**config.mk**
```make
export PLATFORM = sky130hd
export DESIGN_NAME = tgc_sequencer
export DESIGN_NICKNAME = d
export VERILOG_FILES = /design/src/rtl/tgc_pkg.sv /design/src/rtl/tgc_timer.sv /design/src/rtl/tgc_step_ctrl.sv /design/src/rtl/tgc_profile.sv /design/src/rtl/tgc_gain.sv /design/src/rtl/tgc_sequencer.sv
export SDC_FILE = /design/constraint.sdc
export NUM_CORES = 1
export LEC_CHECK = 0
export BUFFER_PORTS_ARGS = -buffer_cell sky130_fd_sc_hd__buf_2
export CAP_MARGIN = 10
export CORE_ASPECT_RATIO = 0.5
export CORE_MARGIN = 4
export CORE_UTILIZATION = 50
export CTS_CLUSTER_DIAMETER = 50
export DETAILED_ROUTE_END_ITERATION = 10
export PLACE_DENSITY = 0.67
export SLEW_MARGIN = 20
export SYNTH_ARGS = -nofsm -noshare
export SYNTH_HDL_FRONTEND = slang
export SYNTH_HIERARCHICAL = 1
export SYNTH_SLANG_ARGS = --single-unit
```
**constraint.sdc**
```tcl
create_clock -name clk -period 18.07 [get_ports clk]
set_input_delay 0.9035 -clock clk [delete_from_list [all_inputs] [get_ports clk]]
set_output_delay 0.9035 -clock clk [all_outputs]
set_load 0.05 [all_outputs]
```
**src/rtl/tgc_pkg.sv**
```systemverilog
package tgc_pkg;
  localparam int NUM_THR = 3;
  localparam int GAIN_W  = $clog2(NUM_THR + 1);
  typedef logic [GAIN_W-1:0] gain_t;
endpackage

```
**src/rtl/tgc_timer.sv**
```systemverilog
module tgc_timer #(
  parameter int INTERVAL_CYCLES = 200
) (
  input  logic clk,
  input  logic rst_n,
  input  logic load_i,
  input  logic run_i,
  output logic tick_o
);
  localparam int CNT_W = $clog2(INTERVAL_CYCLES + 1);
  localparam logic [CNT_W-1:0] CNT_LAST = CNT_W'(INTERVAL_CYCLES - 1);

  logic [CNT_W-1:0] cnt_q;

  assign tick_o = run_i && (cnt_q == CNT_LAST);

  always_ff @(posedge clk) begin
    if (!rst_n)      cnt_q <= '0;
    else if (load_i) cnt_q <= '0;
    else if (run_i)  cnt_q <= tick_o ? '0 : cnt_q + 1'b1;
  end
endmodule

```
**src/rtl/tgc_step_ctrl.sv**
```systemverilog
module tgc_step_ctrl #(
  parameter int NUM_STEPS = 125,
  localparam int IDX_W = $clog2(NUM_STEPS)
) (
  input  logic             clk,
  input  logic             rst_n,
  input  logic             start_i,
  input  logic             tick_i,
  output logic             load_o,
  output logic             adv_o,
  output logic [IDX_W-1:0] idx_next_o,
  output logic             busy_o,
  output logic             stb_o,
  output logic             done_o
);
  localparam logic [IDX_W-1:0] IDX_LAST = IDX_W'(NUM_STEPS - 1);

  logic [IDX_W-1:0] step_q;
  logic             busy_q, stb_q, done_q, fin;

  assign load_o     = start_i && !busy_q;
  assign adv_o      = busy_q && tick_i && (step_q != IDX_LAST);
  assign fin        = busy_q && tick_i && (step_q == IDX_LAST);
  assign idx_next_o = load_o ? '0 : step_q + 1'b1;

  always_ff @(posedge clk) begin
    if (!rst_n) begin
      step_q <= '0;
      busy_q <= 1'b0;
      stb_q  <= 1'b0;
      done_q <= 1'b0;
    end else begin
      stb_q  <= load_o || adv_o;
      done_q <= fin;
      if (load_o) begin
        busy_q <= 1'b1;
        step_q <= '0;
      end else if (adv_o) begin
        step_q <= idx_next_o;
      end else if (fin) begin
        busy_q <= 1'b0;
      end
    end
  end

  assign busy_o = busy_q;
  assign stb_o  = stb_q;
  assign done_o = done_q;
endmodule

```
**src/rtl/tgc_profile.sv**
```systemverilog
module tgc_profile #(
  parameter int CODE_W   = 12,
  parameter int FRAC_W   = 16,
  parameter int HS_START = 856,
  parameter int DECAY_Q  = 64103
) (
  input  logic              clk,
  input  logic              rst_n,
  input  logic              load_i,
  input  logic              adv_i,
  input  logic [CODE_W-1:0] cm_i,
  output logic [CODE_W-1:0] hi_o,
  output logic [CODE_W-1:0] lo_o
);
  localparam int ACC_W  = CODE_W + FRAC_W;
  localparam int PROD_W = ACC_W + FRAC_W;
  localparam logic [ACC_W-1:0] ACC_INIT = ACC_W'(HS_START) << FRAC_W;

  logic [ACC_W-1:0]  acc_q, acc_nxt, acc_sel;
  logic [CODE_W-1:0] cm_q, cm_sel, hs, hi_nxt, lo_nxt, hi_q, lo_q;
  logic [CODE_W:0]   sum, dif;

  always_comb begin
    acc_nxt = ACC_W'((PROD_W'(acc_q) * PROD_W'(DECAY_Q)) >> FRAC_W);
    acc_sel = load_i ? ACC_INIT : acc_nxt;
    cm_sel  = load_i ? cm_i : cm_q;
    hs      = acc_sel[ACC_W-1 -: CODE_W];
    sum     = {1'b0, cm_sel} + {1'b0, hs};
    dif     = {1'b0, cm_sel} - {1'b0, hs};
    hi_nxt  = sum[CODE_W] ? '1 : sum[CODE_W-1:0];
    lo_nxt  = dif[CODE_W] ? '0 : dif[CODE_W-1:0];
  end

  always_ff @(posedge clk) begin
    if (!rst_n) begin
      acc_q <= '0;
      cm_q  <= '0;
      hi_q  <= '0;
      lo_q  <= '0;
    end else if (load_i || adv_i) begin
      acc_q <= acc_sel;
      cm_q  <= cm_sel;
      hi_q  <= hi_nxt;
      lo_q  <= lo_nxt;
    end
  end

  assign hi_o = hi_q;
  assign lo_o = lo_q;
endmodule

```
**src/rtl/tgc_gain.sv**
```systemverilog
module tgc_gain
  import tgc_pkg::*;
#(
  parameter int IDX_W = 7
) (
  input  logic                          clk,
  input  logic                          rst_n,
  input  logic                          load_i,
  input  logic                          adv_i,
  input  logic [IDX_W-1:0]              idx_next_i,
  input  logic [NUM_THR-1:0][IDX_W-1:0] thr_i,
  output gain_t                         gain_o
);
  logic [NUM_THR-1:0][IDX_W-1:0] thr_q;
  logic [NUM_THR-1:0]            hit;
  gain_t                         gain_nxt, gain_q;

  for (genvar g = 0; g < NUM_THR; g++) begin : g_cmp
    assign hit[g] = idx_next_i >= (load_i ? thr_i[g] : thr_q[g]);
  end

  always_comb begin
    gain_nxt = '0;
    for (int g = 0; g < NUM_THR; g++) gain_nxt = gain_nxt + GAIN_W'(hit[g]);
  end

  always_ff @(posedge clk) begin
    if (!rst_n) begin
      thr_q  <= '0;
      gain_q <= '0;
    end else begin
      if (load_i) thr_q <= thr_i;
      if (load_i || adv_i) gain_q <= gain_nxt;
    end
  end

  assign gain_o = gain_q;
endmodule

```
**src/rtl/tgc_sequencer.sv**
```systemverilog
module tgc_sequencer
  import tgc_pkg::*;
#(
  parameter int NUM_STEPS       = 125,
  parameter int INTERVAL_CYCLES = 200,
  parameter int CODE_W          = 12,
  parameter int FRAC_W          = 16,
  parameter int HS_START        = 856,
  parameter int DECAY_Q         = 64103,
  localparam int IDX_W          = $clog2(NUM_STEPS)
) (
  input  logic                          clk,
  input  logic                          rst_n,
  input  logic                          start_i,
  input  logic [CODE_W-1:0]             cm_code_i,
  input  logic [NUM_THR-1:0][IDX_W-1:0] gain_step_i,
  output logic [CODE_W-1:0]             ref_hi_o,
  output logic [CODE_W-1:0]             ref_lo_o,
  output logic [GAIN_W-1:0]             gain_sel_o,
  output logic                          upd_stb_o,
  output logic                          busy_o,
  output logic                          done_o
);
  logic             load, adv, tick;
  logic [IDX_W-1:0] idx_next;

  tgc_step_ctrl #(.NUM_STEPS(NUM_STEPS)) u_ctrl (
    .clk(clk), .rst_n(rst_n), .start_i(start_i), .tick_i(tick),
    .load_o(load), .adv_o(adv), .idx_next_o(idx_next),
    .busy_o(busy_o), .stb_o(upd_stb_o), .done_o(done_o)
  );

  tgc_timer #(.INTERVAL_CYCLES(INTERVAL_CYCLES)) u_timer (
    .clk(clk), .rst_n(rst_n), .load_i(load), .run_i(busy_o), .tick_o(tick)
  );

  tgc_profile #(
    .CODE_W(CODE_W), .FRAC_W(FRAC_W), .HS_START(HS_START), .DECAY_Q(DECAY_Q)
  ) u_prof (
    .clk(clk), .rst_n(rst_n), .load_i(load), .adv_i(adv),
    .cm_i(cm_code_i), .hi_o(ref_hi_o), .lo_o(ref_lo_o)
  );

  tgc_gain #(.IDX_W(IDX_W)) u_gain (
    .clk(clk), .rst_n(rst_n), .load_i(load), .adv_i(adv),
    .idx_next_i(idx_next), .thr_i(gain_step_i), .gain_o(gain_sel_o)
  );
endmodule

```
Yosys cells after proc, flatten, opt, wreduce, memory -nomap -nowiden:

Index checks and enable logic that the tools add are counted.
Widths: inputs -> output; s select.

* add/sub/neg operators: 6
* $mul: 1
* order comparisons: 3
* equality and inequality tests: 4
* multiplexer cells: 12
* bitwise operators: 1
* reduce and logical (&&, ||, !) cells: 10

Operator list (count)
* $mul 28x16->44 const B: 1
* $mux 12: 3
* $mux 28: 1
* $mux 7: 4
* $ge 7x7->1: 3
* $add 12x12->13: 1
* $sub 12x12->13: 1
* $add 8x1->8 const B: 1
* $eq 8x8->1 const B: 1
* $mux 8: 1
* $add 7x1->7 const B: 1
* $eq 7x7->1 const B: 1
* $ne 7x7->1 const B: 1
* $logic_and 1x1->1: 5
* $mux 1: 3
* $add 1x1->2: 1
* $add 2x1->2: 1
* $ne 2x2->1 const B: 1
* $reduce_and 2->1: 1
* $reduce_bool 2->1: 1
* $reduce_or 2->1: 1
* $logic_not 1->1: 1
* $logic_or 1x1->1: 1
* $not 1->1: 1

* register bits: 105
* bits of input ports: 36
* output and inout port bits: 29
* word-level logic and storage cells: 50

Depth between registers and ports, before layout:

* word-level depth: 7
* mapped depth: 34
* depth with buffers taken out: 33

By module:

The synthesis kept the hierarchy.

Modules (own cells, without submodules)
* tgc_profile: times used 1, cells each 1317, area each 12376.9 um2, sequential area each 1281.2 um2
* tgc_gain: times used 1, cells each 127, area each 1378.8 um2, sequential area each 460.4 um2
* tgc_step_ctrl: times used 1, cells each 68, area each 541.8 um2, sequential area each 200.2 um2
* tgc_timer: times used 1, cells each 44, area each 425.4 um2, sequential area each 160.2 um2

Least setup slack after synthesis:

Ideal clock, no wire load.

* path kind: reg-to-reg
* start: reg u_prof.acc_q[2]
* end: reg u_prof.lo_q[2] (netlist: u_prof/lo_o[2])
* setup time: 0.066 ns
* data arrival time: 7.375 ns
* slack: 10.629 ns
* stages on the path, launching flop included: 33
* buffers on the path: 2
* cell sequence: dfxtp_1 > inv_1 > fa_1 > fa_1 > fa_1 > fa_1 > inv_1 > fa_1 > inv_1 > fa_1 > inv_1 > ha_1 > buf_2 > nand2_1 > nor2_1 > o311ai_2 > a211oi_2 > nor2_4 > o31ai_4 > a21oi_1 > xnor2_1 > and2_1 > fa_1 > nand2b_1 > a21oi_1 > o21ai_1 > a31oi_1 > a31o_2 > nand3_1 > a21oi_1 > clkbuf_1 > a32oi_1 > nor2b_1

* word-level cells in the longest chain between the ends: 4

Ends and longest elaborated chain
* from (decl): RTL line tgc_profile.sv:19 `logic [ACC_W-1:0] acc_q, acc_nxt, acc_sel;`
* from (signal assigned): RTL line tgc_profile.sv:41 `acc_q <= acc_sel;`
* $mul 28x16->44: RTL line tgc_profile.sv:24 `acc_nxt = ACC_W'((PROD_W'(acc_q) * PROD_W'(DECAY_Q)) >> FRAC_W);`
* $mux 28: RTL line tgc_profile.sv:25 `acc_sel = load_i ? ACC_INIT : acc_nxt;`
* net u_prof.acc_sel[17]: RTL line tgc_profile.sv:19
* $sub 12x12->13: RTL line tgc_profile.sv:29 `dif = {1'b0, cm_sel} - {1'b0, hs};`
* $mux 12: RTL line tgc_profile.sv:31 `lo_nxt = dif[CODE_W] ? '0 : dif[CODE_W-1:0];`
* to (signal assigned): RTL line tgc_profile.sv:44 `lo_q <= lo_nxt;`
* to (decl): RTL line tgc_profile.sv:20 `logic [CODE_W-1:0] cm_q, cm_sel, hs, hi_nxt, lo_nxt, hi_q, lo_q;`

The timed path passes the listed nets, and every way through them passes these cells.
A chain may end at the register's enable or synchronous reset.

Worst setup path after layout:

* start: reg u_prof.acc_q[10]
* end: reg u_prof.lo_q[2] (netlist: u_prof/lo_o[2])

The elaborated chain is that of the path after synthesis.

==> results by group <==
CTS
  – Post-CTS setup buffer count: 0
  – CTS Root Cell: clkbuf_16
  – Clock Latency Late Sink: 0.37 ns
  – Clock-pin slew on the worst setup and hold paths: 0.08 ns
  – CTS Buf Count: 9
  – Hold-fix buffers, CTS: 0
  – CTS sink cnt: 105
  – PostCTS Resize Cnt: 0
  – TritonCTS clock tree: built
  – CTS Buffer Depth: 2
  – H-tree levels: 3

Yosys
  – Most area-consuming cells after synthesis: fa_1 (30%), ha_1 (18%), dfxtp_1 (14%)
  – Post-synth net total: 2024
  – Area share of the largest cell type after synthesis: 30.5%
  – Post-synthesis xor/xnor area fraction: 3.27%
  – Mux contribution to synthesized area: 3.76%
  – Syn avg cell area: 9.46 µm²
  – Simple-gate share of the synthesized area: 10.1%
  – Synth warnings: 6
  – Distinct cells, synth: 83
  – Adder-cell share of the synthesized area: 48.1%
  – Area leader, netlist: fa_1
  – Post-synth EDFFs: 0
  – Mapped cell area: 0.0147 mm²
  – Post-Synthesis Cells: 1556
  – Largest family of logic cells by synthesized area: adder cells
  – Sequential fraction of the synthesis area: 14.3%
  – Flops & latches, synth: 105
  – Most used DFF post-synth: dfxtp_1
  – Async SR Flop Fraction: 0%
  – Synth Area in Compound Gates: 9.86%

Critical path
  – Critical-path maximum fanout: 11
  – CP startpoint kind: register
  – Reg2reg setup slack: 9.29 ns
  – Critical Path Sink Type: register
  – Crit path kind: register to register
  – Worst Path Required: 18.37 ns
  – Largest stage delay on the critical path: 0.69 ns
  – Critical-path cell with the highest stage delay: a21oi_1
  – WP data arrival: 9.08 ns

Pwr
  – Leakage: 0.00746 µW
  – PD cells: 79.4 mW/mm²
  – Max IR drop VDD: 0.0641 mV

GRT
  – First-pass GRT wire length: 59400 µm
  – Overflow after GRT: 0
  – Vias in the first global route: 11400
  – Initial antenna violation count: 2
  – GR Util All Layers: 23.4%
  – Pin count of the biggest net entering global routing: 79

Detailed routing
  – DRC viols: 0
  – Final WL: 37000 µm
  – Routed Antenna Nets: 0
  – Average vias per placed instance: 5.41
  – Initial DRC Count: 727
  – Wire per inst: 18.5 µm
  – Drt pass-1 iters: 6
  – Via count: 10800

Timing
  – Slew margin rel.: 30.5%
  – Setup TNS Final: 0 ns
  – Tcrit/Tclk final: 48.6%
  – Worst-Margin Slew: 1.04 ns
  – Setup-failing EPs final: 0
  – Final Hold Vio Count: 0
  – Fin. max-slew vios: 0
  – FMAX: 114 MHz
  – Unrepaired setup endpoints after global routing: false
  – Skew final: 0.0112 ns
  – Minimum clock period: 8.78 ns

Cells and area
  – Commonest non-fill, non-tap cell in the layout: inv_1
  – Most frequent cells in the layout: inv_1 (363), fa_1 (224), ha_1 (208)
  – Fraction of layout cells with a size suffix above 1: 8.30%
  – P&R area growth vs syn: 6.48%
  – Layout Nets: 2066
  – Final Util: 54.0%
  – Antenna diodes: 0

Floorplanning
  – Total Die Area: 0.0324 mm²
  – Die height: 129 µm
  – Die width: 251 µm
  – Core Area: 0.0290 mm²
  – Initial Utilization: 50.7%
  – I/O pin count: 65
  – Cell row count: 44

Placed design
  – GPL Wtd Cong: 1.01
  – Dpl hpwl: 31800 µm
  – Port Buffers: 64

Job
  – Maxcap violations: 0

Run status
  – Outcome: complete, no violations

Worst hold path
  – Hold Path Class: register to register
[metal layers]
layer | wire length, µm | track usage [%] | share of wire (%)
met1 | 15700 | 29.9 | 43
met2 | 17400 | 39.4 | 47
met3 | 2630 | 5.92 | 7.1
met4 | 1180 | 8.08 | 3.2
met5 | 27 | 0 | 0.073
[worst max-delay path, delay by kind of cell, from the launching register on]
kind	cells	cell delay (ns)
AOI/OAI and AO/OA	10	2.77
xor gates and xnor gates	1	0.17
adders and majority gates	8	3.66
buffers and inverters	6	0.36
DFF	1	0.59
and+or+nand+nor	7	1.14
[cells by family after synthesis]
logic type	after synthesis
and+or+nand+nor	285
xor gates and xnor gates	55
buffers and inverters	402
muxes	51
DFF	105
adders and majority gates	432
AOI/OAI and AO/OA	226
[flip-flops by register name, indices dropped and copies added, names as in the netlist]
name           cells
u_timer/cnt_q      8
u_gain/thr_q      21
u_ctrl/step_q      7
u_prof/acc_q      28
u_prof/hi_o       12
u_gain/gain_o      2
u_prof/cm_q       12
u_ctrl/done_o      1
u_ctrl/busy_o      1
u_ctrl/stb_o       1
u_prof/lo_o       12
[cell usage after synthesis, drive strengths merged (7+ instances only)]
master / number
inv: 363
fa: 224
ha: 208
dfxtp: 105
a21oi: 83
nor2: 77
o21ai: 52
nand2: 47
xnor2: 40
mux2i: 35
nor2b: 35
nand3: 27
clkbuf: 26
nand4: 23
and2: 18
nand2b: 17
mux2: 16
xor2: 15
nor3: 14
buf: 12
a211oi: 11
a21o: 10
o31ai: 9
a22oi: 8
or3: 8
o21bai: 7
[layout make-up]
class                   count  area (µm²)
multi-input cells        1049       11100
clock inverters             7        68.8
well taps                 391         489
clock buffers               9         225
flip-flops and latches    105        2100
fillers                  2626       13300
inverters                 364        1370
repair buffers             69         358
[power breakdown]
group | internal, µW | switching (µW)
registers | 250 | 15.2
clock network | 97.7 | 101
logic | 293 | 488
total | 640 | 604
[path summary, 6_finish.rpt]
check	end	cells after the start	from
worst min register to register	u_prof/lo_o[11]$_SDFFE_PN0P_	2	u_prof/lo_o[11]$_SDFFE_PN0P_
worst min-delay path	u_prof/lo_o[11]$_SDFFE_PN0P_	2	u_prof/lo_o[11]$_SDFFE_PN0P_
worst max-delay path	u_prof/lo_o[2]$_SDFFE_PN0P_	32	u_prof/acc_q[10]$_SDFFE_PN0P_
worst max register to register	u_prof/lo_o[2]$_SDFFE_PN0P_	32	u_prof/acc_q[10]$_SDFFE_PN0P_
[metrics by stage]
stage          instance area [µm²]  setup slack [ns]  hold WS [ns]  power, µW  cells
2_1_floorplan                14700             10.63         0.469        848   1556
4_1_cts                      15700              9.44         0.461       1250   1994
5_1_grt                      15700              8.81         0.496       1350   1994
3_3_place_gp                 15400              9.66         0.444       1030   1978
6_report                     15700              9.29         0.467       1240   1994
3_5_place_dp                 15400              9.50         0.442       1040   1978
No activity file was read; power rests on OpenSTA's default activity.
